### config.mk
export PLATFORM = sky130hd
export DESIGN_NAME = sp_frame_port
export DESIGN_NICKNAME = d
export VERILOG_FILES = /design/src/rtl/sp_pkg.sv /design/src/rtl/sp_fifo.sv /design/src/rtl/sp_framer.sv /design/src/rtl/sp_enable_ctl.sv /design/src/rtl/sp_frame_port.sv
export SDC_FILE = /design/constraint.sdc
export NUM_CORES = 1
export LEC_CHECK = 0
export BUFFER_PORTS_ARGS = -buffer_cell sky130_fd_sc_hd__buf_2
export CORE_ASPECT_RATIO = 0.5
export CORE_MARGIN = 4
export CORE_UTILIZATION = 45
export DETAILED_ROUTE_END_ITERATION = 16
export GPL_ROUTABILITY_DRIVEN = 0
export GPL_TIMING_DRIVEN = 0
export MAX_ROUTING_LAYER = met4
export SLEW_MARGIN = 15
export SYNTH_ARGS = -nofsm -noshare
export SYNTH_HDL_FRONTEND = slang
export SYNTH_SLANG_ARGS = --single-unit
### constraint.sdc
create_clock -name clk -period 6.4 [get_ports clk]
set_input_delay 0.32 -clock clk [delete_from_list [all_inputs] [get_ports clk]]
set_output_delay 0.32 -clock clk [all_outputs]
set_load 0.03 [all_outputs]
### src/rtl/sp_pkg.sv
package sp_pkg;

  // Frame position events produced by the framer, one cycle wide each.
  typedef struct packed {
    logic bit_tick;   // last system cycle of a bit period
    logic slot_end;   // bit_tick on the last bit of a slot
    logic frame_end;  // slot_end on the last slot (frame boundary)
    logic samp;       // bit_tick entering bit W-2 of the last slot
    logic start;      // clock about to start running
  } sp_tick_t;

endpackage

### src/rtl/sp_fifo.sv
module sp_fifo #(
  parameter int W     = 8,
  parameter int DEPTH = 4
) (
  input  logic         clk,
  input  logic         rst_n,
  input  logic         flush_i,
  input  logic         wr_i,
  input  logic [W-1:0] wdata_i,
  input  logic         rd_i,
  output logic [W-1:0] rdata_o,
  output logic         empty_o,
  output logic         full_o
);
  localparam int AW = (DEPTH > 1) ? $clog2(DEPTH) : 1;
  localparam int CW = $clog2(DEPTH + 1);
  localparam logic [AW-1:0] PTR_LAST = AW'(DEPTH - 1);
  localparam logic [CW-1:0] CNT_FULL = CW'(DEPTH);

  logic [W-1:0]  mem_q [DEPTH];
  logic [AW-1:0] wptr_q, wptr_d, rptr_q, rptr_d;
  logic [CW-1:0] cnt_q, cnt_d;
  logic          push, pop;

  always_comb begin
    empty_o = (cnt_q == '0);
    full_o  = (cnt_q == CNT_FULL);
    push    = wr_i && !full_o && !flush_i;
    pop     = rd_i && !empty_o && !flush_i;
    rdata_o = mem_q[rptr_q];
    wptr_d  = wptr_q;
    rptr_d  = rptr_q;
    cnt_d   = cnt_q;
    if (flush_i) begin
      wptr_d = '0;
      rptr_d = '0;
      cnt_d  = '0;
    end else begin
      if (push) wptr_d = (wptr_q == PTR_LAST) ? '0 : wptr_q + 1'b1;
      if (pop)  rptr_d = (rptr_q == PTR_LAST) ? '0 : rptr_q + 1'b1;
      case ({push, pop})
        2'b10:   cnt_d = cnt_q + 1'b1;
        2'b01:   cnt_d = cnt_q - 1'b1;
        default: cnt_d = cnt_q;
      endcase
    end
  end

  always_ff @(posedge clk) begin
    if (push) mem_q[wptr_q] <= wdata_i;
  end

  always_ff @(posedge clk or negedge rst_n) begin
    if (!rst_n) begin
      wptr_q <= '0;
      rptr_q <= '0;
      cnt_q  <= '0;
    end else begin
      wptr_q <= wptr_d;
      rptr_q <= rptr_d;
      cnt_q  <= cnt_d;
    end
  end

endmodule

### src/rtl/sp_framer.sv
module sp_framer
  import sp_pkg::*;
#(
  parameter int W     = 8,
  parameter int SLOTS = 2,
  parameter int DIV   = 4
) (
  input  logic     clk,
  input  logic     rst_n,
  input  logic     glob_en_i,
  input  logic     gate_i,
  input  logic     tx_en_i,
  output sp_tick_t tick_o,
  output logic     run_d_o,
  output logic     bclk_o,
  output logic     fs_o
);
  localparam int DW = $clog2(DIV);
  localparam int BW = $clog2(W);
  localparam int SW = (SLOTS > 1) ? $clog2(SLOTS) : 1;
  localparam logic [DW-1:0] DIV_LAST  = DW'(DIV - 1);
  localparam logic [DW-1:0] DIV_HALF  = DW'(DIV / 2);
  localparam logic [BW-1:0] BIT_LAST  = BW'(W - 1);
  localparam logic [BW-1:0] BIT_SAMP  = BW'(W - 3);
  localparam logic [SW-1:0] SLOT_LAST = SW'(SLOTS - 1);

  logic [DW-1:0] div_q, div_d;
  logic [BW-1:0] bit_q, bit_d;
  logic [SW-1:0] slot_q, slot_d;
  logic          run_q, run_d;

  always_comb begin
    tick_o.bit_tick  = run_q && (div_q == DIV_LAST);
    tick_o.slot_end  = tick_o.bit_tick && (bit_q == BIT_LAST);
    tick_o.frame_end = tick_o.slot_end && (slot_q == SLOT_LAST);
    tick_o.samp      = tick_o.bit_tick && (slot_q == SLOT_LAST) && (bit_q == BIT_SAMP);

    if (gate_i) begin
      if (run_q) run_d = glob_en_i && !(tick_o.slot_end && !tx_en_i);
      else       run_d = glob_en_i && tx_en_i;
    end else begin
      run_d = glob_en_i;
    end
    tick_o.start = run_d && !run_q;
    run_d_o      = run_d;

    div_d  = div_q;
    bit_d  = bit_q;
    slot_d = slot_q;
    if (!run_d || !run_q) begin
      div_d  = '0;
      bit_d  = '0;
      slot_d = '0;
    end else if (tick_o.bit_tick) begin
      div_d = '0;
      if (bit_q == BIT_LAST) begin
        bit_d  = '0;
        slot_d = (slot_q == SLOT_LAST) ? '0 : slot_q + 1'b1;
      end else begin
        bit_d = bit_q + 1'b1;
      end
    end else begin
      div_d = div_q + 1'b1;
    end

    bclk_o = run_q && (div_q >= DIV_HALF);
    fs_o   = run_q && (slot_q == SLOT_LAST) && (bit_q == BIT_LAST);
  end

  always_ff @(posedge clk or negedge rst_n) begin
    if (!rst_n) begin
      div_q  <= '0;
      bit_q  <= '0;
      slot_q <= '0;
      run_q  <= 1'b0;
    end else begin
      div_q  <= div_d;
      bit_q  <= bit_d;
      slot_q <= slot_d;
      run_q  <= run_d;
    end
  end

endmodule

### src/rtl/sp_enable_ctl.sv
module sp_enable_ctl (
  input  logic clk,
  input  logic rst_n,
  input  logic clr_i,
  input  logic en_i,
  input  logic samp_i,
  input  logic bound_i,
  input  logic force_i,
  input  logic force_val_i,
  output logic active_o,
  output logic active_d_o
);
  logic samp_q, samp_d;
  logic act_q, act_d;

  always_comb begin
    if (clr_i)       samp_d = 1'b0;
    else if (samp_i) samp_d = en_i;
    else             samp_d = samp_q;

    if (clr_i)        act_d = 1'b0;
    else if (force_i) act_d = force_val_i;
    else if (bound_i) act_d = samp_q;
    else              act_d = act_q;

    active_o   = act_q;
    active_d_o = act_d;
  end

  always_ff @(posedge clk or negedge rst_n) begin
    if (!rst_n) begin
      samp_q <= 1'b0;
      act_q  <= 1'b0;
    end else begin
      samp_q <= samp_d;
      act_q  <= act_d;
    end
  end

endmodule

### src/rtl/sp_frame_port.sv
module sp_frame_port
  import sp_pkg::*;
#(
  parameter int W     = 8,
  parameter int SLOTS = 2,
  parameter int DIV   = 4,
  parameter int DEPTH = 4
) (
  input  logic         clk,
  input  logic         rst_n,
  input  logic         glob_en_i,
  input  logic         tx_en_i,
  input  logic         rx_en_i,
  input  logic         gate_i,
  input  logic         tx_wr_i,
  input  logic [W-1:0] tx_data_i,
  output logic         tx_full_o,
  output logic         tx_empty_o,
  input  logic         rx_rd_i,
  output logic [W-1:0] rx_data_o,
  output logic         rx_valid_o,
  output logic         tx_underrun_o,
  output logic         rx_overflow_o,
  output logic         tx_active_o,
  output logic         rx_active_o,
  output logic         bclk_o,
  output logic         fs_o,
  output logic         txd_o,
  input  logic         rxd_i
);
  sp_tick_t     tk;
  logic         run_d;
  logic         tx_act_d, rx_act_d;
  logic         tx_load;
  logic [W-1:0] tx_head;
  logic         rx_empty, rx_full, rx_push;
  logic [W-1:0] rx_word;
  logic [W-1:0] tx_sr_q, tx_sr_d, rx_sr_q, rx_sr_d;
  logic         und_q, und_d, ovf_q, ovf_d;

  sp_framer #(.W(W), .SLOTS(SLOTS), .DIV(DIV)) framer_i (
    .clk       (clk),
    .rst_n     (rst_n),
    .glob_en_i (glob_en_i),
    .gate_i    (gate_i),
    .tx_en_i   (tx_en_i),
    .tick_o    (tk),
    .run_d_o   (run_d),
    .bclk_o    (bclk_o),
    .fs_o      (fs_o)
  );

  sp_enable_ctl tx_ctl_i (
    .clk         (clk),
    .rst_n       (rst_n),
    .clr_i       (!run_d),
    .en_i        (tx_en_i),
    .samp_i      (tk.samp),
    .bound_i     (tk.frame_end),
    .force_i     (gate_i),
    .force_val_i (run_d),
    .active_o    (tx_active_o),
    .active_d_o  (tx_act_d)
  );

  sp_enable_ctl rx_ctl_i (
    .clk         (clk),
    .rst_n       (rst_n),
    .clr_i       (!run_d),
    .en_i        (rx_en_i),
    .samp_i      (tk.samp),
    .bound_i     (tk.frame_end),
    .force_i     (1'b0),
    .force_val_i (1'b0),
    .active_o    (rx_active_o),
    .active_d_o  (rx_act_d)
  );

  sp_fifo #(.W(W), .DEPTH(DEPTH)) tx_fifo_i (
    .clk     (clk),
    .rst_n   (rst_n),
    .flush_i (!glob_en_i),
    .wr_i    (tx_wr_i),
    .wdata_i (tx_data_i),
    .rd_i    (tx_load),
    .rdata_o (tx_head),
    .empty_o (tx_empty_o),
    .full_o  (tx_full_o)
  );

  sp_fifo #(.W(W), .DEPTH(DEPTH)) rx_fifo_i (
    .clk     (clk),
    .rst_n   (rst_n),
    .flush_i (!glob_en_i),
    .wr_i    (rx_push),
    .wdata_i (rx_word),
    .rd_i    (rx_rd_i),
    .rdata_o (rx_data_o),
    .empty_o (rx_empty),
    .full_o  (rx_full)
  );

  always_comb begin
    tx_load = (gate_i && tk.start) || (tk.slot_end && tx_act_d);
    rx_push = tk.slot_end && rx_active_o;
    rx_word = {rx_sr_q[W-2:0], rxd_i};

    tx_sr_d = tx_sr_q;
    und_d   = und_q;
    if (!glob_en_i) begin
      tx_sr_d = '0;
      und_d   = 1'b0;
    end else if (tx_load) begin
      tx_sr_d = tx_empty_o ? '0 : tx_head;
      if (tx_empty_o) und_d = 1'b1;
    end else if (tk.bit_tick && tx_active_o) begin
      tx_sr_d = {tx_sr_q[W-2:0], 1'b0};
    end

    rx_sr_d = rx_sr_q;
    ovf_d   = ovf_q;
    if (!glob_en_i) begin
      rx_sr_d = '0;
      ovf_d   = 1'b0;
    end else begin
      if (tk.bit_tick && rx_active_o) rx_sr_d = rx_word;
      if (rx_push && rx_full)         ovf_d   = 1'b1;
    end

    txd_o         = tx_active_o && tx_sr_q[W-1];
    rx_valid_o    = !rx_empty;
    tx_underrun_o = und_q;
    rx_overflow_o = ovf_q;
  end

  always_ff @(posedge clk or negedge rst_n) begin
    if (!rst_n) begin
      tx_sr_q <= '0;
      rx_sr_q <= '0;
      und_q   <= 1'b0;
      ovf_q   <= 1'b0;
    end else begin
      tx_sr_q <= tx_sr_d;
      rx_sr_q <= rx_sr_d;
      und_q   <= und_d;
      ovf_q   <= ovf_d;
    end
  end

endmodule

==> metrics.md <==
| Metric | Value |
|---|---|
| Run status | `completed` |
| Count leader, synth | `edfxtp_1` |
| Fin nets | `425` |
| Filler cell count | `881` |
| Sw power | `391 uW` |
| Post-synthesis mux area share | `12.8%` |
| Area of the multi-input gates | `1740 sq um` |
| Combinational share of power | `12.0%` |
| DIE HEIGHT | `81.2 um` |
| Layout cells sized above 1 | `21.2%` |
| Worst slew pin tran | `1000 ps` |
| Post-Syn Area per Cell | `13.9 sq um` |
| Routed vias/inst | `5.33` |
| I/O pin count | `35` |
| DP HPWL | `6.20 mm` |
| Post-synth top area cell | `edfxtp_1` |
| Flops & latches, synth | `106` |
| # clock sinks | `106` |
| Number of global-route vias before repair | `2992` |
| IO Port Bufs | `34` |
| Max incr delay on CP | `500 ps` |
| TritonCTS clock tree | `built` |
| Gate Count Post-Synth | `347` |
| Post-synthesis simple-gate area fraction | `12.3%` |
| CTS root buf | `clkbuf_16` |
| Int Pwr | `1.09 mW` |
| Clk slew on worst S/H paths | `80 ps` |
| Ordered cell list for the critical path | `ha_1 -> ha_1 -> and4_1 -> and2_1 -> o21ai_1 -> buf_2 -> nor3_1 -> fa_1 -> nand2_1 -> a21oi_1 -> a2bb2oi_1 -> a21oi_1 -> a211o_1` |
| Post-synth top area share | `39.8%` |
| DRT Pass-1 Iters | `6` |
| Largest net degree at the start of global routing | `43` |
| Leak | `2.19 nW` |
| Total CTS buffers | `9` |
| Startpoint types | `flop` |
| Top post-synthesis cells by area | `edfxtp_1 (40%), dfrtp_1 (22%), mux4_2 (7.5%)` |
| First-pass GRT wire length | `15.3 mm` |
| Synth Area in Adders | `4.46%` |
| Relative slew slack | `33.2%` |
| Maximum capacitance violations | `0` |
| CP max stage cell | `fa_1` |
| Die X | `154 um` |
| RSZ-0062 raised after global routing | `false` |
| Max Fclk | `307 MHz` |
| Pre-CTS WS | `3180 ps` |
| Antenna cells | `0` |
| Top_reg_cell synth | `edfxtp_1` |
| Drt wl/cell | `17.0 um` |
| Max Root-Sink Buffers | `2` |
| Switching part of the total power | `26.4%` |
| Crit path max fanout | `10` |
| GR Util All Layers | `16.3%` |
| Ratio of final minimum period to clock period | `50.9%` |
| Hold_buf cts | `0` |
| Pwr dens | `271 nW/um^2` |
| Sequential cell area | `2970 sq um` |
| Final setup viols | `0` |
| Hold Path Class | `in -> async` |
| PostCTS Resize Cnt | `0` |
| WS Path Type | `reg -> reg` |
| CP Data Required Time | `6630 ps` |
| Overall Power | `1.48 mW` |
| Die area | `12600 sq um` |
| Synth Area in Compound Gates | `5.78%` |
| Routed Antenna Nets | `0` |
| Final-report hold violation count | `0` |
| Design area | `5460 sq um` |
| Clk_skew | `9.30 ps` |
| Layout area overhead | `13.1%` |
| Synthesized cell area | `4830 sq um` |
| Final WS setup | `3140 ps` |
| Placed cell area | `5170 sq um` |
| Data arrival, critical path | `3490 ps` |
| Seq pwr share | `51.7%` |
| Initial antenna violation count | `0` |
| Grt total ovfl | `0` |
| Number of synthesized flops with an enable pin | `64` |
| Initial drt markers | `122` |
| Synth cell types | `47` |
| Max VDD drop | `154 uV` |
| Minimum clock period | `3260 ps` |
| CP endpoint kind | `flop` |
| Setup repair bufs after CTS | `0` |
| Clk Latency, worst-skew pair | `350 ps` |
| Largest family of logic cells by synthesized area | `multiplexers` |
| Clock power share | `36.2%` |
| DRT Wirelength | `9.12 mm` |
| Vias | `2860` |
| Final Max Tran Viols | `0` |
| Setup Total Neg Slack | `0 ps` |
| Synth warn | `0` |
| Initial Util | `46.7%` |
| Synth Net Count | `380` |
| Async SR Flop Fraction | `39.6%` |
| Post-synthesis sequential area ratio | `61.6%` |
| # rows | `26` |
| # DRC | `0` |
| Xor/xnor cell area share of the yosys netlist | `0.726%` |
| H-Tree Depth | `3` |
| Synth top cells by count | `edfxtp_1 (64), dfrtp_1 (42), mux2i_1 (18), nor2_1 (18)` |
| Core Region | `10300 sq um` |
-- state kept, by name, indices dropped and copies added (netlist names), 3 cells and up --
signal and flops:
tx_fifo_i.mem_q 32, tx_fifo_i.cnt_q 3, rx_fifo_i.cnt_q 3, tx_sr_q 8, rx_sr_q 7, framer_i.bit_q 3
rx_fifo_i.mem_q 32
-- layout make-up --
class                      instances  share of cell area, %
buffer                            15                   1.21
clock buffer                       9                   4.12
clock inverter                     7                   1.12
inverter                          13                  0.894
multi-input combinational        213                   31.9
sequential                       106                   54.4
tap                              140                   3.21
timing repair buffer              34                   3.12
-- power by group through the flow --
stage | Combinational (mW) | Sequential (mW) | Clock [mW]
after CTS | 0.181 | 0.765 | 0.547
after global routing | 0.199 | 0.769 | 0.576
after detailed placement | 0.180 | 0.779 | 0
after floorplan | 0.127 | 0.777 | 0
after global placement | 0.176 | 0.777 | 0
final | 0.178 | 0.765 | 0.536
-- final timing paths --
kind / from / to / slack [ps] / depth (start not counted)
worst max-delay path: framer_i.bit_q[0] / tx_fifo_i.cnt_q[2] / 3140 / 13
worst min-delay path: rst_n / framer_i.slot_q / 120 / 1
worst max register to register: framer_i.bit_q[0] / tx_fifo_i.cnt_q[2] / 3140 / 13
worst min register to register: framer_i.div_q[0] / framer_i.div_q[0] / 470 / 1
max in group asynchronous: rst_n / framer_i.div_q[1] / 5640 / 1
min in group clk: tx_data_i[1] / tx_fifo_i.mem_q[1][1] / 180 / 1
-- layer usage --
| layer | wire length, um | track usage, % |
|---|---|---|
| met4 | 123 | 4.76 |
| met1 | 4170 | 20.1 |
| met2 | 4480 | 27.0 |
| met5 | 0 | - |
| met3 | 350 | 4.42 |
-- placed cells by master, fill, tap and decap left out, types with 3 or more instances in the layout --
cell       netlist  routed
mux2i_1         18      18
o21ai_0         12      12
ha_1            14      14
nand2b_1        12      12
nand3b_1         3       3
buf_2            5      39
nor2b_1         15      15
edfxtp_1        64      64
a211oi_1         3       3
nand2_1         16      16
nand3_1         15      15
and3_1           6       6
xnor2_1          3       3
inv_6            0       3
nand4_1          4       4
clkbuf_1         7       7
and2_1           7       7
a21oi_1          7       7
mux2_2           7       7
mux4_2          16      16
inv_1           13      13
nor2_1          18      18
clkbuf_16        0       9
nor3_1           7       7
dfrtp_1         42      42
-- stage by stage --
stage | hold WS [ps] | cells | util [%]
floorplan | 24.4 | 347 | -
global placement | 452 | 521 | 50.0
detailed placement | 461 | 521 | 50.0
CTS | 167 | 537 | 52.8
global route | 175 | 537 | 52.8
finish | 119 | 537 | 52.8
-- cell families (layout without fill, tap and decap cells) --
logic type,after synthesis,after routing
muxes,41,41
AOI/OAI and AO/OA,42,42
adders and majority gates,16,16
and+or+nand+nor,110,110
buffers and inverters,28,78
DFF,106,106
xor gates and xnor gates,4,4
-- worst max-delay path, delay by kind of cell, from the launching register on --
| family | cells | cell delay, ps |
|---|---|---|
| buffers and inverters | 1 | 250 |
| AOI/OAI and AO/OA | 5 | 800 |
| DFF | 1 | 420 |
| adders and majority gates | 3 | 1000 |
| and+or+nand+nor | 4 | 660 |
No activity file was read; power rests on OpenSTA's default activity.
